### src/rtl/tmrbus_pkg.sv
package tmrbus_pkg;
  localparam int NTMR     = 3;
  localparam int MASK_BIT = 6;
  localparam int HOLD_BIT = 0;
  localparam int ADDR_BIT = 0;

  typedef struct packed {
    logic            wr_cr2;
    logic            wr_cr13;
    logic            rd_status;
    logic            wr_hi;
    logic [NTMR-1:0] wr_lo;
    logic [NTMR-1:0] rd_hi;
    logic [NTMR-1:0] rd_lo;
  } acc_t;

  function automatic logic composite(input logic [NTMR-1:0] flags,
                                     input logic [NTMR-1:0] masks);
    return |(flags & masks);
  endfunction

  function automatic logic [1:0] chan_code(input int idx);
    return 2'(idx + 1);
  endfunction
endpackage

### src/rtl/tmrbus_rst_sync.sv
module tmrbus_rst_sync (
  input  logic clk,
  input  logic rst_n,
  input  logic en,
  input  logic pin_n,
  output logic hw_rst
);
  logic s1_q, s2_q;

  always_ff @(posedge clk or negedge rst_n) begin
    if (!rst_n) begin
      s1_q <= 1'b0;
      s2_q <= 1'b0;
    end else if (en) begin
      s1_q <= pin_n;
      s2_q <= s1_q;
    end
  end

  assign hw_rst = ~s2_q;
endmodule

### src/rtl/tmrbus_decode.sv
module tmrbus_decode import tmrbus_pkg::*; (
  input  logic       strobe,
  input  logic       rw,
  input  logic [2:0] sel,
  output acc_t       acc
);
  always_comb begin
    acc           = '0;
    acc.wr_cr13   = strobe & ~rw & (sel == 3'd0);
    acc.wr_cr2    = strobe & ~rw & (sel == 3'd1);
    acc.rd_status = strobe &  rw & (sel == 3'd1);
    acc.wr_hi     = strobe & ~rw & ~sel[0] & (sel[2:1] != 2'd0);
    for (int i = 0; i < NTMR; i++) begin
      if (sel[2:1] == chan_code(i)) begin
        acc.wr_lo[i] = strobe & ~rw &  sel[0];
        acc.rd_hi[i] = strobe &  rw & ~sel[0];
        acc.rd_lo[i] = strobe &  rw &  sel[0];
      end
    end
  end
endmodule

### src/rtl/tmrbus_flag.sv
module tmrbus_flag (
  input  logic clk,
  input  logic rst_n,
  input  logic en,
  input  logic hold,
  input  logic set_ev,
  input  logic clr_ev,
  input  logic rd_stat,
  input  logic rd_cnt,
  output logic flag_q,
  output logic armed_q
);
  logic flag_d, armed_d;

  always_comb begin
    flag_d = flag_q;
    if (hold)                          flag_d = 1'b0;
    else if (set_ev)                   flag_d = 1'b1;
    else if (clr_ev || (rd_cnt && armed_q)) flag_d = 1'b0;
    armed_d = flag_d ? (armed_q | (rd_stat & flag_q)) : 1'b0;
  end

  always_ff @(posedge clk or negedge rst_n) begin
    if (!rst_n) begin
      flag_q  <= 1'b0;
      armed_q <= 1'b0;
    end else if (en) begin
      flag_q  <= flag_d;
      armed_q <= armed_d;
    end
  end
endmodule

### src/rtl/tmrbus_regif.sv
module tmrbus_regif import tmrbus_pkg::*; #(
  parameter int BYTE_W = 8
) (
  input  logic                       clk,
  input  logic                       rst_n,
  input  logic                       en,
  input  logic                       ext_rst_n,
  input  logic                       cs,
  input  logic                       rw,
  input  logic [2:0]                 sel,
  input  logic [BYTE_W-1:0]          wdata,
  output logic [BYTE_W-1:0]          rdata,
  output logic                       irq_n,
  input  logic [NTMR*2*BYTE_W-1:0]   cnt_in,
  input  logic [NTMR-1:0]            tmo,
  input  logic [NTMR-1:0]            init_evt,
  output logic [NTMR*2*BYTE_W-1:0]   latch_q,
  output logic [NTMR*BYTE_W-1:0]     ctrl_q,
  output logic [NTMR-1:0]            latch_wr,
  output logic                       hold_preset
);
  localparam int WORD_W = 2 * BYTE_W;
  localparam int PAD_W  = BYTE_W - 1 - NTMR;

  logic [NTMR-1:0][BYTE_W-1:0] cr_q;
  logic [NTMR-1:0][WORD_W-1:0] lat_q;
  logic [NTMR-1:0][WORD_W-1:0] cnt_w;
  logic [BYTE_W-1:0]           hi_buf_q, lo_buf_q;
  logic [NTMR-1:0]             flag_q, armed_q, mask_w;
  logic [NTMR-1:0]             rd_hi_ev;
  logic                        rd_status_ev, hw_rst, comp;
  logic [BYTE_W-1:0]           stat;
  acc_t                        acc;

  tmrbus_rst_sync u_sync (
    .clk(clk), .rst_n(rst_n), .en(en), .pin_n(ext_rst_n), .hw_rst(hw_rst)
  );

  tmrbus_decode u_dec (.strobe(cs & en), .rw(rw), .sel(sel), .acc(acc));

  assign rd_hi_ev     = acc.rd_hi;
  assign rd_status_ev = acc.rd_status;
  assign hold_preset  = hw_rst | cr_q[0][HOLD_BIT];
  assign latch_wr     = acc.wr_lo & {NTMR{~hw_rst}};

  for (genvar i = 0; i < NTMR; i++) begin : g_ch
    assign cnt_w[i]  = cnt_in[i*WORD_W +: WORD_W];
    assign mask_w[i] = cr_q[i][MASK_BIT];
    tmrbus_flag u_flag (
      .clk(clk), .rst_n(rst_n), .en(en), .hold(hold_preset),
      .set_ev(tmo[i]), .clr_ev(latch_wr[i] | init_evt[i]),
      .rd_stat(acc.rd_status), .rd_cnt(acc.rd_hi[i]),
      .flag_q(flag_q[i]), .armed_q(armed_q[i])
    );
  end

  always_ff @(posedge clk or negedge rst_n) begin
    if (!rst_n) begin
      lat_q    <= '1;
      cr_q     <= '0;
      cr_q[0][HOLD_BIT] <= 1'b1;
      hi_buf_q <= '0;
      lo_buf_q <= '0;
    end else if (en) begin
      if (hw_rst) begin
        lat_q    <= '1;
        cr_q     <= '0;
        cr_q[0][HOLD_BIT] <= 1'b1;
        hi_buf_q <= '0;
        lo_buf_q <= '0;
      end else begin
        if (acc.wr_cr2) cr_q[1] <= wdata;
        if (acc.wr_cr13) begin
          if (cr_q[1][ADDR_BIT]) cr_q[0] <= wdata;
          else                   cr_q[2] <= wdata;
        end
        if (acc.wr_hi) hi_buf_q <= wdata;
        for (int i = 0; i < NTMR; i++) begin
          if (acc.wr_lo[i]) lat_q[i] <= {hi_buf_q, wdata};
          if (acc.rd_hi[i]) lo_buf_q <= cnt_w[i][BYTE_W-1:0];
        end
      end
    end
  end

  assign comp  = composite(flag_q, mask_w);
  assign stat  = {comp, {PAD_W{1'b0}}, flag_q};
  assign irq_n = ~comp;

  always_comb begin
    rdata = '0;
    if (acc.rd_status) rdata = stat;
    for (int i = 0; i < NTMR; i++) begin
      if (acc.rd_hi[i]) rdata = cnt_w[i][WORD_W-1:BYTE_W];
      if (acc.rd_lo[i]) rdata = lo_buf_q;
    end
  end

  assign latch_q = lat_q;
  assign ctrl_q  = cr_q;
endmodule

### config.mk
export PLATFORM = sky130hd
export DESIGN_NAME = tmrbus_regif
export DESIGN_NICKNAME = d
export VERILOG_FILES = /design/src/rtl/tmrbus_pkg.sv /design/src/rtl/tmrbus_rst_sync.sv /design/src/rtl/tmrbus_decode.sv /design/src/rtl/tmrbus_flag.sv /design/src/rtl/tmrbus_regif.sv
export SDC_FILE = /design/constraint.sdc
export NUM_CORES = 1
export LEC_CHECK = 0
export ABC_AREA = 1
export BUFFER_PORTS_ARGS = -buffer_cell sky130_fd_sc_hd__buf_4
export CORE_MARGIN = 3
export CORE_UTILIZATION = 55
export CTS_CLUSTER_DIAMETER = 50
export DETAILED_ROUTE_END_ITERATION = 10
export PLACE_DENSITY = 0.93
export SKIP_LAST_GASP = 1
export SLEW_MARGIN = 20
export SYNTH_ARGS = -nofsm -noshare
export SYNTH_HDL_FRONTEND = slang
export SYNTH_SLANG_ARGS = --single-unit
### constraint.sdc
create_clock -name clk -period 4.57 [get_ports clk]
set_input_delay 0.914 -clock clk [delete_from_list [all_inputs] [get_ports clk]]
set_output_delay 0.914 -clock clk [all_outputs]
set_load 0.02 [all_outputs]
Word-level counts from Yosys, hierarchy flattened
Index checks and enable logic that the tools add are counted.

operators by class
  equal/unequal tests = 13
  shifts and indexed selects = 0
  divide/modulo/power cells = 0
  bitwise gates (word level) = 27
  add/sub/neg operators = 0
  muxes and demuxes = 44
  order comparisons = 0
  $mul = 0
  reduce and logical (&&, ||, !) cells = 17

operator list
  cell                                                                    count
  8-bit 2-to-1 mux                                                        18
  16-bit 2-to-1 mux                                                       3
  48-bit 2-to-1 mux                                                       1
  24-bit 2-to-1 mux                                                       1
  1-bit 2-to-1 mux                                                        21
  2-bit != test (second input constant)                                   8
  1-bit bitwise AND                                                       14
  2-bit AND reduction                                                     6
  1-bit bitwise OR                                                        7
  3-bit bitwise AND                                                       2
  3-bit AND reduction                                                     2
  2-bit equality test (second input constant)                             2
  4-bit by 1-bit != test with 1-bit output (second input constant)        1
  1-bit NOT                                                               4
  3-bit by 1-bit equality test with 1-bit output (second input constant)  1
  1-bit logical AND                                                       3
  3-bit zero test                                                         1
  1-bit logical OR                                                        3
  3-bit OR reduction                                                      1
  2-bit by 1-bit equality test with 1-bit output (second input constant)  1
  2-bit nonzero test                                                      1

storage, ports and cells
  ROM bits = 0
  bits in registers = 96
  memory bits (writable) = 0
  latch bits = 0
  memories kept = 0

Logic depth before layout (Yosys ltp)
Gate-level depths: netlist of run 1.

  depth in word-level cells = 11
  gate-level depth with buffers = 11

Hierarchy
Synthesis of run 1 repeated with hierarchy kept, for this count alone.

unflattened totals
  cell total of the unflattened synthesis = 517
  area, all modules = 4680.7 µm²

by module, submodules not included
  module           sequential area each (µm²)  area each (µm²)  instances  cells each
  tmrbus_regif     2263.4                      4165.2           1          433
  tmrbus_flag      50.0                        110.1            3          16
  tmrbus_decode    0.0                         105.1            1          26
  tmrbus_rst_sync  50.0                        80.1             1          10

Worst setup path after synthesis of run 1
No wires, ideal clock.

  kind = input port to output port
  from = in en
  to = out rdata[1]
  arrival = 1917 ps
  slack = 1739 ps
  path buffers = 2
  cell stages on the path = 8
  cells stage by stage = buf_6 nand3_2 nor2_4 nand2_4 clkbuf_8 nor2_1 nor2_1 nand4_1

between the ends
  longest elaborated chain between the ends = 10
  elaborated cells on any way between the ends = 18

RTL lines
  item                                                         RTL line                                                       source
  from (decl)                                                  tmrbus_regif.sv:6                                              input logic en,
  1-bit bitwise AND (*)                                        tmrbus_regif.sv:39                                             tmrbus_decode u_dec (.strobe(cs & en), .rw(rw), .sel(sel), .acc(acc));
  1-bit bitwise AND (*)                                        tmrbus_decode.sv:11, tmrbus_decode.sv:16, tmrbus_decode.sv:17
  1-bit bitwise AND, on equally long branches                  tmrbus_decode.sv:11, tmrbus_decode.sv:16
  8-bit 2-to-1 mux / 1-bit 2-to-1 mux (equally long branches)  tmrbus_regif.sv:92, tmrbus_decode.sv:14
  8-bit 2-to-1 mux                                             tmrbus_regif.sv:94                                             if (acc.rd_hi[i]) rdata = cnt_w[i][WORD_W-1:BYTE_W];
  8-bit 2-to-1 mux                                             tmrbus_regif.sv:95                                             if (acc.rd_lo[i]) rdata = lo_buf_q;
  8-bit 2-to-1 mux                                             tmrbus_regif.sv:94
  8-bit 2-to-1 mux                                             tmrbus_regif.sv:95
  8-bit 2-to-1 mux                                             tmrbus_regif.sv:94
  8-bit 2-to-1 mux (*)                                         tmrbus_regif.sv:95
  to (decl)                                                    tmrbus_regif.sv:12                                             output logic [BYTE_W-1:0] rdata,

Every way passes the cells marked *; elsewhere a longest branch is shown, timed or not.

Final worst setup path of run 1
  from = in en
  to = out rdata[3]

between the ends
  longest elaborated chain between the ends = 10
  elaborated cells on any way between the ends = 16

RTL lines
  item                   RTL line                                  source
  1-bit bitwise AND (*)  tmrbus_regif.sv:39
  1-bit bitwise AND (*)  tmrbus_decode.sv:16, tmrbus_decode.sv:17
  1-bit bitwise AND      tmrbus_decode.sv:16                       acc.rd_hi[i] = strobe & rw & ~sel[0];
  1-bit 2-to-1 mux       tmrbus_decode.sv:14                       if (sel[2:1] == chan_code(i)) begin
  8-bit 2-to-1 mux       tmrbus_regif.sv:94
  8-bit 2-to-1 mux       tmrbus_regif.sv:95
  8-bit 2-to-1 mux       tmrbus_regif.sv:94
  8-bit 2-to-1 mux       tmrbus_regif.sv:95
  8-bit 2-to-1 mux       tmrbus_regif.sv:94
  8-bit 2-to-1 mux (*)   tmrbus_regif.sv:95

Marked as above.

==> flow_summary.json, run 1 <==
{
  "path_max_fanout": 18,
  "h-tree-depth": 3,
  "synth_warnings": 0,
  "report.final.slew_viol_count": 0,
  "cts_tree": "yes",
  "netlist_top_cells_count": "nand2_1, nor2_1, dfstp_2, dfrtp_1, o21ai_1",
  "wl_per_cell_um": 16.3,
  "yosys.cell_count.top_type": "nand2_1",
  "drt-total-wl_um": 13200,
  "setup_ws_ns": 1.31,
  "syn-instance-count": 554,
  "track_usage": 0.270,
  "synth_compound_area_frac": 0.131,
  "rsz0062_at_grt": "false",
  "slowest_delay_ns": 0.25,
  "n_antenna_cell": 0,
  "post-route-min-period_ns": 3.26,
  "cts_made_buffers": 9,
  "power_density_nw_per_um2": 397,
  "port_buffers": 155,
  "synthSimpleGateAreaFrac": 0.275,
  "ys_seq_elements": 96,
  "timing.setup.tns_ns": 0,
  "cts_setup_buffers": 0,
  "place.gp.congestion": 0.892,
  "holdWs_ns": 0.480,
  "synth_mux_area_frac": 0,
  "syn-num-nets": 625,
  "clk_latency_ns": 0.37,
  "async_flop_share": 1.00,
  "cts_root_buffer": "clkbuf_8",
  "seq_area_frac_synth": 0.524,
  "cts.sinks": 96,
  "synthAdderAreaFrac": 0,
  "post_cts_resized": 0,
  "p_leak_nw": 3.07,
  "synth_edf_count": 0,
  "synth_top_family_by_area": "simple AND/OR/NAND/NOR gates",
  "place_ws_ns": 1.31,
  "ys.flop_type": "dfstp_2",
  "yosys.area.top_type_share": 0.274,
  "ir_worst_vdd_mv": 0.279,
  "vias_per_cell": 5.29,
  "overflow": 0,
  "ant_nets": 0,
  "hold_class": "reg2reg",
  "slowest_stage": "buf_4",
  "crit_start": "en",
  "cts_buffer_depth": 2,
  "final_nets": 769,
  "crit_type": "in2out",
  "syn_area_per_cell_um2": 8.49,
  "hold_viol": 0,
  "grt_pass1_vias": 4226,
  "fin_skew_ns": 0.0138,
  "drive_above_1_share": 0.391,
  "dieArea_um2": 9700,
  "synth_xor_area_frac": 0,
  "synth_area_leader_cell": "dfstp_2",
  "drtPass1Iterations": 7,
  "antenna_found_initial": 0,
  "cts.reportedPaths.clkPinSlew_ns": 0.10,
  "maxSlewHeadroom": 0.448,
  "critPathBufInv": 3,
  "start_util": 0.570,
  "rows": 33,
  "post-route-period-util": 0.713,
  "drtIter0Drc": 314,
  "die_h_um": 98.5,
  "dp_hpwl_um": 9850,
  "cp_top_family": "simple AND/OR/NAND/NOR gates",
  "fmax_ghz": 0.307,
  "status": "complete, no violations",
  "worstHoldStart": "latch_q[15]",
  "finalSetupViolCount": 0,
  "cp_cell_sequence": "buf_4 -> nand3_2 -> nor2_4 -> nand2_4 -> inv_2 -> nand2_1 -> nand2_1 -> a21oi_1 -> nand3_1 -> buf_4",
  "grt_max_degree": 68,
  "netlist_area_um2": 4710,
  "grt_pass1_wl_um": 21000,
  "dieWidth_um": 98.5,
  "cp.required_ns": 3.66,
  "hold_buffers": 0,
  "crit_arrival_ns": 2.34,
  "drc": 0,
  "synth.area.top_cells": "dfstp_2, dfrtp_1, nand2_1, o21ai_2, o21ai_1",
  "io_pins": 156,
  "areaGrowthSynthToFinish_pct": 28.3,
  "coreArea_um2": 8260,
  "rr_startpoint": "u_sync.s2_q",
  "vias": 4272,
  "max_slew.worst_pin.slew_ns": 0.828,
  "start_kind": "primary input",
  "synth.distinct_cells": 30,
  "critPathCaptureType": "primary output",
  "maxCapViolCount": 0
}
==> metrics by stage <==
stage	util	power (mW)	instances	area (um2)
3_5_place_dp	0.705	1.84	792	5830
5_1_grt	0.731	2.50	808	6040
6_report	0.731	2.40	808	6040
4_1_cts	0.730	2.40	808	6030
2_1_floorplan	-	1.52	554	4710
3_3_place_gp	0.705	1.81	792	5830
==> metal layers <==
layer / GRT usage / wire length [um]
met1: 0.331 / 5220
met2: 0.475 / 6700
met3: 0.0609 / 995
met4: 0.0819 / 269
met5: 0 / 0
==> cells in the final DEF, fill, tap and decap left out, drive strengths merged, types with 5 or more instances in the layout <==
cell | synthesis | final
dfrtp | 47 | 47
clkbuf | 3 | 10
nand4 | 12 | 12
o21ai | 89 | 89
inv | 38 | 41
nor3 | 5 | 5
dfstp | 49 | 49
buf | 20 | 156
nor2 | 56 | 56
nand2 | 201 | 201
a21oi | 5 | 5
nand3 | 26 | 26
==> worst min-delay path: cells and delay by family, from the launching register on <==
kind               cells  cell delay, ns
AOI/OAI and AO/OA      1            0.05
and+or+nand+nor        1            0.05
DFF                    1            0.38
==> logic make-up after synthesis <==
logic type,Yosys count
compound gates,95
buf+inv,62
flops,96
simple gates,301
==> area by class of cell <==
cell class                      count  area, um2
Timing Repair Buffer              156       1170
Fill cell                         644       2220
Sequential cell                    96       2460
Clock buffer                       10        149
Tap cell                          105        131
Multi-Input combinational cell    396       1920
Inverter                           39        148
Clock inverter                      6       57.6
==> sequential cells by signal, indices dropped and copies added (netlist names) <==
name and cells:
g_ch.u_flag.flag_q 3, u_sync.s1_q 1, g_ch.u_flag.armed_q 3, u_sync.s2_q 1, latch_q 48, hi_buf_q 8
lo_buf_q 8, ctrl_q 24
==> where the power goes <==
part / internal [mW] / switching (mW) / leakage, nW
Combinational: 0.275 / 0.419 / 1.82
Sequential: 1.04 / 0.0936 / 1.15
Clock: 0.242 / 0.323 / 0.103
==> path summary, 6_finish.rpt <==
kind | to | cells past startpoint | slack (ns)
setup reg to reg | latch_q[37] | 4 | 2.38
hold reg to reg | latch_q[15] | 2 | 0.48
min in group asynchronous | lo_buf_q[3] | 1 | 0.62
hold / removal | latch_q[15] | 2 | 0.48
max in group asynchronous | latch_q[30] | 2 | 3.01
setup / recovery | rdata[3] | 10 | 1.31
(Power assumes the default switching activity.)
==> run 2: changes to the inputs <==
--- a/config.mk
+++ b/config.mk
@@ -8,10 +8,10 @@
 export ABC_AREA = 1
 export BUFFER_PORTS_ARGS = -buffer_cell sky130_fd_sc_hd__buf_4
 export CORE_MARGIN = 3
-export CORE_UTILIZATION = 55
+export CORE_UTILIZATION = 46
 export CTS_CLUSTER_DIAMETER = 50
 export DETAILED_ROUTE_END_ITERATION = 10
-export PLACE_DENSITY = 0.93
+export PLACE_DENSITY = 0.84
 export SKIP_LAST_GASP = 1
 export SLEW_MARGIN = 20
 export SYNTH_ARGS = -nofsm -noshare
==> constraint.sdc (replaced) <==
create_clock -name clk -period 2.7 [get_ports clk]
set_input_delay 0.54 -clock clk [delete_from_list [all_inputs] [get_ports clk]]
set_output_delay 0.54 -clock clk [all_outputs]
set_load 0.02 [all_outputs]
==> run 2 against run 1 <==
  * Clock-buffer cell count unchanged
  * Setup slack lost 0.94 ns
  * Design area increased by 0.93%
  * Via count about the same
  * Die area up 18%
  * Sequential power increased by 68%
  * Clock power is 53% higher
  * Cell count rose by 4.1%
  * Sequential share of layout area decreased by 0.38 points
  * Critical endpoint is now rdata[7]
==> flow_summary.json, run 2 (synthesized netlist as in run 1, its figures left out) <==
{
  "drtPass1Iterations": 5,
  "ir_worst_vdd_mv": 0.481,
  "hold_viol": 0,
  "p_leak_nw": 3.08,
  "cts_buffer_depth": 2,
  "path_max_fanout": 6,
  "dieArea_um2": 11500,
  "cts_root_buffer": "clkbuf_8",
  "status": "complete, no violations",
  "crit_arrival_ns": 1.78,
  "maxSlewHeadroom": 0.488,
  "place.gp.congestion": 0.856,
  "cts_tree": "yes",
  "vias": 4275,
  "cts_setup_buffers": 0,
  "max_slew.worst_pin.slew_ns": 0.765,
  "start_util": 0.477,
  "wl_per_cell_um": 15.6,
  "mostFrequentLayoutCells": "nand2_1, buf_4, nor2_1, dfstp_2, dfrtp_1",
  "overflow": 0,
  "hold_class": "in2async",
  "port_buffers": 155,
  "drt-total-wl_um": 13100,
  "maxCapViolCount": 0,
  "cts_made_buffers": 9,
  "h-tree-depth": 3,
  "fillerInstances": 881,
  "multi_input_area_um2": 1920,
  "rows": 36,
  "post-route-min-period_ns": 2.32,
  "final_nets": 774,
  "timing.setup.tns_ns": 0,
  "ff2ff_path_depth": 4,
  "crit_type": "in2out",
  "finalSetupViolCount": 0,
  "met1_usage": 0.285,
  "critical_path.endpoint": "rdata[7]",
  "start_kind": "primary input",
  "final_common_cell": "nand2_1",
  "die_h_um": 107,
  "io_pins": 156,
  "cts.reportedPaths.clkPinSlew_ns": 0.10,
  "rr_startpoint": "u_sync.s2_q",
  "ant_nets": 0,
  "hold_buffers": 0,
  "fin_skew_ns": 0.0123,
  "cts.sinks": 96,
  "place_ws_ns": 0.350,
  "grt_pass1_wl_um": 21000,
  "n_antenna_cell": 0,
  "rsz0062_at_grt": "false",
  "coreArea_um2": 9860,
  "dp_hpwl_um": 10200,
  "report.final.slew_viol_count": 0,
  "seq_area_um2": 2460,
  "grt_pass1_vias": 4124,
  "post-route-period-util": 0.861,
  "crit_start": "en",
  "critPathCaptureType": "primary output",
  "clk_latency_ns": 0.35,
  "cp.required_ns": 2.16,
  "largest_reg_flops": 48,
  "drc": 0,
  "grt_use_met3": 0.0494,
  "r2r_end": "latch_q[34]",
  "setup_ws_ns": 0.375,
  "track_usage": 0.230,
  "post_cts_resized": 0,
  "grt_max_degree": 58,
  "power_density_nw_per_um2": 649,
  "vias_per_cell": 5.08,
  "use_met2": 0.403,
  "antenna_found_initial": 0,
  "areaGrowthSynthToFinish_pct": 29.5,
  "rrSetupSlack_ns": 1.13,
  "drive_above_1_share": 0.394,
  "fmax_ghz": 0.430,
  "grt-busiest-layer": "met2",
  "dieWidth_um": 107,
  "drtIter0Drc": 304
}
-- run 2: cell count changes in the layout (fill, tap and decap cells not counted) --
| cell | previous run | this run |
|---|---|---|
| clkbuf_16 | 1 | 0 |
| buf_12 | 0 | 1 |
| buf_4 | 156 | 160 |
| clkbuf_1 | 0 | 1 |
| clkinv_4 | 0 | 1 |
| clkinv_8 | 1 | 0 |
-- run 2: worst min path at each step --
stage	from	to	slack (ns)	depth (start not counted)
floorplan	rst_n	ctrl_q[10]	0.24	0
global placement	u_sync.s1_q	u_sync.s1_q	0.46	2
detailed placement	u_sync.s1_q	u_sync.s1_q	0.47	2
CTS	rst_n	lo_buf_q[5]	0.24	1
global route	rst_n	lo_buf_q[5]	0.25	1
finish	rst_n	lo_buf_q[5]	0.22	1
-- run 2: critical path, stage by stage --
cell and delay, ns:
buf_4 0.13, nand3_2 0.13, nor2_1 0.31, nand2_1 0.23, nor2_1 0.15, nor3_1 0.08, nand4_1 0.07, buf_4 0.14
-- run 2: report_power, final --
part	internal, mW	switching, mW
clock	0.349	0.514
sequential	1.77	0.145
combinational	0.474	0.709
-- run 2: routing by layer --
metal / vias up / share of wire
met1: 2005 / 0.41
met4: 0 / 0.018
met5: - / 0
met2: 164 / 0.50
li1: 2085 / -
met3: 21 / 0.073
-- run 2: layout make-up --
type	count	share of cell area
Timing Repair Buffer	161	0.200
Tap cell	133	0.0273
Sequential cell	96	0.404
Inverter	39	0.0242
Clock inverter	6	0.00821
Multi-Input combinational cell	396	0.315
Clock buffer	10	0.0209
-- run 2: metrics by stage --
| stage | instance area, um2 | power [mW] | util | std cells | hold WS [ns] |
|---|---|---|---|---|---|
| finish | 6100 | 3.96 | 0.618 | 841 | 0.220 |
| global route | 6100 | 4.17 | 0.618 | 841 | 0.254 |
| CTS | 6090 | 4.00 | 0.617 | 841 | 0.241 |
| detailed placement | 5910 | 3.12 | 0.599 | 825 | 0.469 |
| global placement | 5910 | 3.09 | 0.599 | 825 | 0.461 |
| floorplan | 4710 | 2.58 | - | 554 | 0.244 |
